$ cat config.mk
export PLATFORM = sky130hd
export DESIGN_NAME = irq_entry_seq
export DESIGN_NICKNAME = d
export VERILOG_FILES = /design/src/rtl/irqseq_pkg.sv /design/src/rtl/evt_arbiter.sv /design/src/rtl/seq_fsm.sv /design/src/rtl/bus_mux.sv /design/src/rtl/irq_entry_seq.sv
export SDC_FILE = /design/constraint.sdc
export NUM_CORES = 1
export LEC_CHECK = 0
export BUFFER_PORTS_ARGS = -buffer_cell sky130_fd_sc_hd__buf_2
export CORE_ASPECT_RATIO = 1.2
export CORE_MARGIN = 4
export CORE_UTILIZATION = 50
export CTS_CLUSTER_SIZE = 8
export DETAILED_ROUTE_END_ITERATION = 6
export GPL_TIMING_DRIVEN = 0
export PLACE_DENSITY = 0.85
export SYNTH_ARGS = -nofsm -noshare
export SYNTH_HDL_FRONTEND = slang
export SYNTH_SLANG_ARGS = --single-unit
$ cat constraint.sdc
create_clock -name clk -period 2.3 [get_ports clk]
set_clock_uncertainty 0.15 [all_clocks]
set_input_delay 0.115 -clock clk [delete_from_list [all_inputs] [get_ports clk]]
set_output_delay 0.115 -clock clk [all_outputs]
set_load 0.05 [all_outputs]
$ cat src/rtl/irqseq_pkg.sv
package irqseq_pkg;
  typedef enum logic [2:0] {
    ST_IDLE, ST_DUMMY, ST_PUSH_H, ST_PUSH_L, ST_PUSH_P, ST_VEC_L, ST_VEC_H
  } step_t;

  typedef enum logic [1:0] {EV_NONE, EV_IRQ, EV_NMI, EV_RST} event_t;

  function automatic logic is_push(step_t s);
    return (s == ST_PUSH_H) || (s == ST_PUSH_L) || (s == ST_PUSH_P);
  endfunction
endpackage

$ cat src/rtl/evt_arbiter.sv
module evt_arbiter
  import irqseq_pkg::*;
(
  input  logic   req_reset,
  input  logic   req_nmi,
  input  logic   req_irq,
  output event_t winner
);
  always_comb begin
    if (req_reset)    winner = EV_RST;
    else if (req_nmi) winner = EV_NMI;
    else if (req_irq) winner = EV_IRQ;
    else              winner = EV_NONE;
  end
endmodule

$ cat src/rtl/seq_fsm.sv
module seq_fsm
  import irqseq_pkg::*;
(
  input  logic  clk,
  input  logic  rst,
  input  logic  start,
  output step_t step
);
  always_ff @(posedge clk) begin
    if (rst) step <= ST_IDLE;
    else begin
      unique case (step)
        ST_IDLE:   step <= start ? ST_DUMMY : ST_IDLE;
        ST_DUMMY:  step <= ST_PUSH_H;
        ST_PUSH_H: step <= ST_PUSH_L;
        ST_PUSH_L: step <= ST_PUSH_P;
        ST_PUSH_P: step <= ST_VEC_L;
        ST_VEC_L:  step <= ST_VEC_H;
        ST_VEC_H:  step <= ST_IDLE;
        default:   step <= ST_IDLE;
      endcase
    end
  end
endmodule

$ cat src/rtl/bus_mux.sv
module bus_mux
  import irqseq_pkg::*;
#(
  parameter int DATA_W       = 8,
  parameter int STACK_PAGE   = 1,
  parameter bit RESET_WRITES = 1'b0,
  localparam int ADDR_W      = 2 * DATA_W
) (
  input  step_t             step,
  input  event_t            kind,
  input  logic              rst_lat,
  input  logic [DATA_W-1:0] sp,
  input  logic [ADDR_W-1:0] pc,
  input  logic [DATA_W-1:0] psr,
  output logic [ADDR_W-1:0] addr,
  output logic [DATA_W-1:0] wr_data,
  output logic              rw
);
  localparam logic [ADDR_W-1:0] TOP = {ADDR_W{1'b1}};
  localparam logic [DATA_W-1:0] PAGE = DATA_W'(STACK_PAGE);

  logic [ADDR_W-1:0] vec_base;
  logic              gate_rd;

  always_comb begin
    unique case (kind)
      EV_RST:  vec_base = TOP - ADDR_W'(3);
      EV_NMI:  vec_base = TOP - ADDR_W'(5);
      default: vec_base = TOP - ADDR_W'(1);
    endcase
  end

  generate
    if (RESET_WRITES) begin : g_wr_variant
      assign gate_rd = 1'b0;
    end else begin : g_rd_variant
      assign gate_rd = rst_lat;
    end
  endgenerate

  always_comb begin
    addr    = pc;
    wr_data = '0;
    rw      = 1'b1;
    unique case (step)
      ST_DUMMY:  addr = pc;
      ST_PUSH_H: begin addr = {PAGE, sp}; wr_data = pc[ADDR_W-1:DATA_W]; end
      ST_PUSH_L: begin addr = {PAGE, sp}; wr_data = pc[DATA_W-1:0]; end
      ST_PUSH_P: begin addr = {PAGE, sp}; wr_data = psr; end
      ST_VEC_L:  addr = vec_base;
      ST_VEC_H:  addr = vec_base + ADDR_W'(1);
      default:   addr = pc;
    endcase
    if (is_push(step) && !gate_rd) rw = 1'b0;
  end
endmodule

$ cat src/rtl/irq_entry_seq.sv
module irq_entry_seq
  import irqseq_pkg::*;
#(
  parameter int DATA_W       = 8,
  parameter int STACK_PAGE   = 1,
  parameter int IFLAG_BIT    = 2,
  parameter bit RESET_WRITES = 1'b0,
  localparam int ADDR_W      = 2 * DATA_W
) (
  input  logic              clk,
  input  logic              rst,
  input  logic              req_reset,
  input  logic              req_nmi,
  input  logic              req_irq,
  input  logic [DATA_W-1:0] sp_in,
  input  logic [ADDR_W-1:0] pc_in,
  input  logic [DATA_W-1:0] psr_in,
  input  logic [DATA_W-1:0] rd_data,
  output logic [ADDR_W-1:0] addr,
  output logic [DATA_W-1:0] wr_data,
  output logic              rw,
  output logic              busy,
  output logic              done,
  output logic [DATA_W-1:0] sp_out,
  output logic [ADDR_W-1:0] pc_out,
  output logic [DATA_W-1:0] psr_out
);
  localparam logic [DATA_W-1:0] IFLAG_MASK = DATA_W'(1) << IFLAG_BIT;

  event_t            winner, kind_r;
  step_t             step;
  logic              start, rst_lat;
  logic [DATA_W-1:0] sp_r, psr_r, vec_lo;
  logic [ADDR_W-1:0] pc_r;

  evt_arbiter u_arb (
    .req_reset(req_reset), .req_nmi(req_nmi), .req_irq(req_irq), .winner(winner)
  );

  assign start = (step == ST_IDLE) && (winner != EV_NONE);
  assign busy  = (step != ST_IDLE);

  seq_fsm u_fsm (.clk(clk), .rst(rst), .start(start), .step(step));

  always_ff @(posedge clk) begin
    if (rst) begin
      kind_r  <= EV_NONE;
      rst_lat <= 1'b0;
      sp_r    <= '0;
      pc_r    <= '0;
      psr_r   <= '0;
      vec_lo  <= '0;
      done    <= 1'b0;
      sp_out  <= '0;
      pc_out  <= '0;
      psr_out <= '0;
    end else begin
      done <= 1'b0;
      if (start) begin
        kind_r  <= winner;
        rst_lat <= (winner == EV_RST);
        sp_r    <= sp_in;
        pc_r    <= pc_in;
        psr_r   <= psr_in;
      end
      if (is_push(step)) sp_r <= sp_r - DATA_W'(1);
      if (step == ST_VEC_L) vec_lo <= rd_data;
      if (step == ST_VEC_H) begin
        pc_out  <= {rd_data, vec_lo};
        sp_out  <= sp_r;
        psr_out <= psr_r | IFLAG_MASK;
        done    <= 1'b1;
        rst_lat <= 1'b0;
      end
    end
  end

  bus_mux #(
    .DATA_W(DATA_W), .STACK_PAGE(STACK_PAGE), .RESET_WRITES(RESET_WRITES)
  ) u_bus (
    .step(step), .kind(kind_r), .rst_lat(rst_lat), .sp(sp_r), .pc(pc_r),
    .psr(psr_r), .addr(addr), .wr_data(wr_data), .rw(rw)
  );
endmodule

==> impl_metrics.py <==
metrics = {
    "worst_hold_path": {
        "min_path_type": "input port to register",
        "whs_path_depth": 3,
        "hold_path_startpoint": "rst",
        "worst_min_delay_path_endpoint": "psr_out[0]",
    },
    "worst_setup_path": {
        "r2r_start": "u_fsm.step[2]",
        "cp_max_fo": 10,
        "critPathLaunchType": "register",
        "timing.critical_path.mode_cell": "sky130_fd_sc_hd__buf_4",
        "r2r.worst_path.cells": 6,
        "crit_type": "register to primary output",
        "timing.critical_path.from": "u_fsm.step[0]",
        "critical_path_required_ps": 2040,
        "crit-reg2reg-capture": "sp_r[5]",
        "critPathTopFamily": "buffers and inverters",
        "crit_chain": "buf_4 -> xor2_1 -> nand2_1 -> buf_1 -> nand3_1 -> o211ai_1 -> buf_4",
        "worst_ep_arrival_time_ps": 2020,
        "critical_path.n_buffers_inverters": 3,
        "critPathCaptureType": "primary output",
        "peak_per_stage_delay_on_the_critical_path_ps": 420,
        "cell_type_of_the_slowest_stage_on_the_worst_timing_path": "sky130_fd_sc_hd__buf_1",
        "reg2reg_slack_ps": 350,
    },
    "placement": {
        "detailed_place.area_mm2": 0.003826,
        "dpl.cell_count": 549,
        "place.port_buffers": 103,
        "detailed_place_hpwl_mm": 6.387,
        "gp_congestion": 0.9144,
    },
    "cts": {
        "cts-root-buf": "sky130_fd_sc_hd__clkbuf_8",
        "cts.path.max_buffers": 2,
        "clkTransAtPathRegs_ps": 90,
        "numClockSinks": 79,
        "tritoncts": "built",
        "cts_htree_levels": 3,
        "worst_skew_pair.late_latency_ps": 350,
        "cts_made_buffers": 9,
    },
    "logic_synthesis": {
        "synth_cell_type_count": 43,
        "synth_edf_count": 0,
        "mappedNetlistNets": 410,
        "syn_area_per_cell_um2": 8.813,
        "synthesis.instances": 364,
        "synth_top_area_cell": "sky130_fd_sc_hd__dfxtp_1",
        "share_of_flip_flops_with_an_asynchronous_set_or_reset": 0,
        "yosys.area.top_type_share": 0.4930,
        "synth-seq-cells": 79,
        "leading_register_cell_type_out_of_synthesis": "sky130_fd_sc_hd__dfxtp_1",
        "synth.yosys.seq_area_share": 0.4930,
        "synth_area_leaders": "sky130_fd_sc_hd__dfxtp_1, sky130_fd_sc_hd__nand2_1, sky130_fd_sc_hd__a22o_1",
        "post_synth_instance_area_mm2": 0.003208,
        "yosysWarnings": 0,
    },
    "routing": {
        "drcViolationCount": 0,
        "drt-wirelength-per-cell_um": 16.50,
        "post_drt_via_cell_ratio": 5.587,
        "ant_nets": 0,
        "detailroute.wirelength.met2_mm": 5.118,
        "maxUsedRoutingLayer": "met4",
        "route.vias.total": 3436,
        "met1Wirelength_mm": 3.878,
        "dr.pass1.iters": 6,
        "wl_mm": 10.15,
        "wl_met3_um": 753,
        "initial_drt_markers": 214,
    },
    "sta": {
        "slew_viol_final": 0,
        "worst-slew-pin-transition_ps": 570.3,
        "final.min_clock_period_ps": 2288,
        "hold_slack_ps": 45.40,
        "min_period_over_period": 0.9949,
        "finalSetupViolCount": 0,
        "slew_headroom": 0.6198,
        "grt_setup_unrepaired": "true",
        "report.final.hold_viol_count": 0,
        "setup_tns_ps": 0,
        "max_fclk_mhz": 437.0,
    },
    "power_and_ir_drop": {
        "peakVddDrop_v": 0.001022,
        "power_dens_cells_mw_per_mm2": 1007,
        "static-leakage-power_nw": 2.103,
    },
    "global_route": {
        "vias_in_the_first_global_route": 3439,
        "grt.overflow.total": 0,
        "grt_start_max_net_pins": 16,
        "global_route_usage_over_all_layers": 0.2667,
        "grt_pass1_wl_mm": 15.95,
        "number_of_antenna_violations_at_the_first_check_in_global_routing": 0,
    },
    "final_layout": {
        "final_cell_area_mm2": 0.004593,
        "num-nets-final": 573,
        "final_layout_size_suffix_gt1_frac": 0.2801,
        "layout-area-overhead-vs-synth_pct": 43.17,
        "finalNonFillerCells": 615,
        "fin_util": 0.7495,
    },
    "floorplanning": {
        "floorplan.die_area_mm2": 0.007767,
        "start_util": 0.5235,
        "chipWidth_um": 81.12,
        "core_area_mm2": 0.006128,
        "i_o_pin_count": 104,
        "row_count": 31,
        "dieHeight_um": 95.75,
    },
    "status": {
        "outcome": "finished, final reports clean",
    },
    "run": {
        "drv_cap": 0,
    },
}
power by group:
group | internal [mW] | total [mW] | switching (mW)
logic | 0.605 | 1.80 | 1.19
registers | 1.52 | 1.66 | 0.144
clock network | 0.626 | 1.17 | 0.545
total | 2.75 | 4.63 | 1.88
flip-flops by register name (all words and copies together) (netlist names):
name        flops
pc_out         16
pc_r           16
psr_out         8
psr_r           8
sp_out          8
sp_r            8
vec_lo          8
u_fsm.step      3
kind_r          2
done            1
rst_lat         1
final cells by class:
class	count	area, um^2
Tap cell	82	102.6
Timing Repair Buffer	152	1040
Multi-Input combinational cell	252	1474
Sequential cell	79	1582
Clock inverter	7	103.9
Buffer	28	146.4
Inverter	5	18.77
Fill cell	468	1535
Clock buffer	9	123.9
Antenna cell	1	2.502
cells in the final DEF (no fill, tap or decap), drive strengths merged, types with 8 or more instances in the layout:
cell type      n
dfxtp         79
nor2           8
a22o          31
clkbuf        28
inv            8
o21ai         13
nand2         89
a21oi         41
mux2i         10
buf          116
nand3         13
dlygate4sd3   45
worst min-delay path: cells and delay by family:
| family | cells | cell delay (ps) |
|---|---|---|
| buf+inv | 1 | 110 |
| compound gates | 1 | 180 |
| simple gates | 1 | 90 |
what timing repair did:
action	4_1_cts	5_1_grt
endpoints found under the hold margin	51	0
hold buffers	45	0
setup endpoints to repair	15	17
setup buffers	4	0
resized for setup	13	13
pin swaps	1	0
synth_stat cells (all sizes together), types with 3 or more instances:
| master | number |
|---|---|
| a21oi | 41 |
| nand3 | 13 |
| o21ai | 13 |
| nand2b | 4 |
| mux2i | 10 |
| a22o | 31 |
| nor3 | 3 |
| nand2 | 89 |
| o211ai | 3 |
| o22a | 4 |
| clkbuf | 16 |
| nor2b | 3 |
| or2 | 3 |
| buf | 12 |
| dfxtp | 79 |
| nor2 | 8 |
| inv | 5 |
| a31oi | 3 |
metrics by stage:
step | power [mW] | worst slack [ps]
finish | 4.628 | 11.75
global route | 4.832 | -60.88
CTS | 4.535 | 6.790
detailed placement | 3.254 | 246.0
global placement | 3.223 | 290.0
floorplan | 2.862 | 58.07
how the worst max path moves through the flow:
stage               cells past startpoint       to
CTS                                     7  addr[1]
global route                            7  addr[8]
finish                                  7  addr[1]
detailed placement                      7  addr[0]
floorplan                               7  addr[1]
global placement                        8  addr[1]
cells by family (layout without fill, tap and decap cells):
| kind of cell | Yosys count | in the layout | synth area share |
|---|---|---|---|
| and+or+nand+nor | 130 | 130 | 0.1806 |
| other | 0 | 1 | 0 |
| buffers and inverters | 33 | 201 | 0.05070 |
| AOI/OAI and AO/OA | 109 | 109 | 0.2344 |
| xor gates and xnor gates | 1 | 1 | 0.002731 |
| DFF | 79 | 79 | 0.4930 |
| muxes | 11 | 11 | 0.03471 |
| adders and majority gates | 1 | 1 | 0.003900 |
metal layers:
metal  up-vias  GRT usage
met5         -          0
met2       194     0.4562
met1      1596     0.3056
li1       1605          -
met3        41    0.04401
met4         0     0.1718
Power figures use the tool's default switching activity.
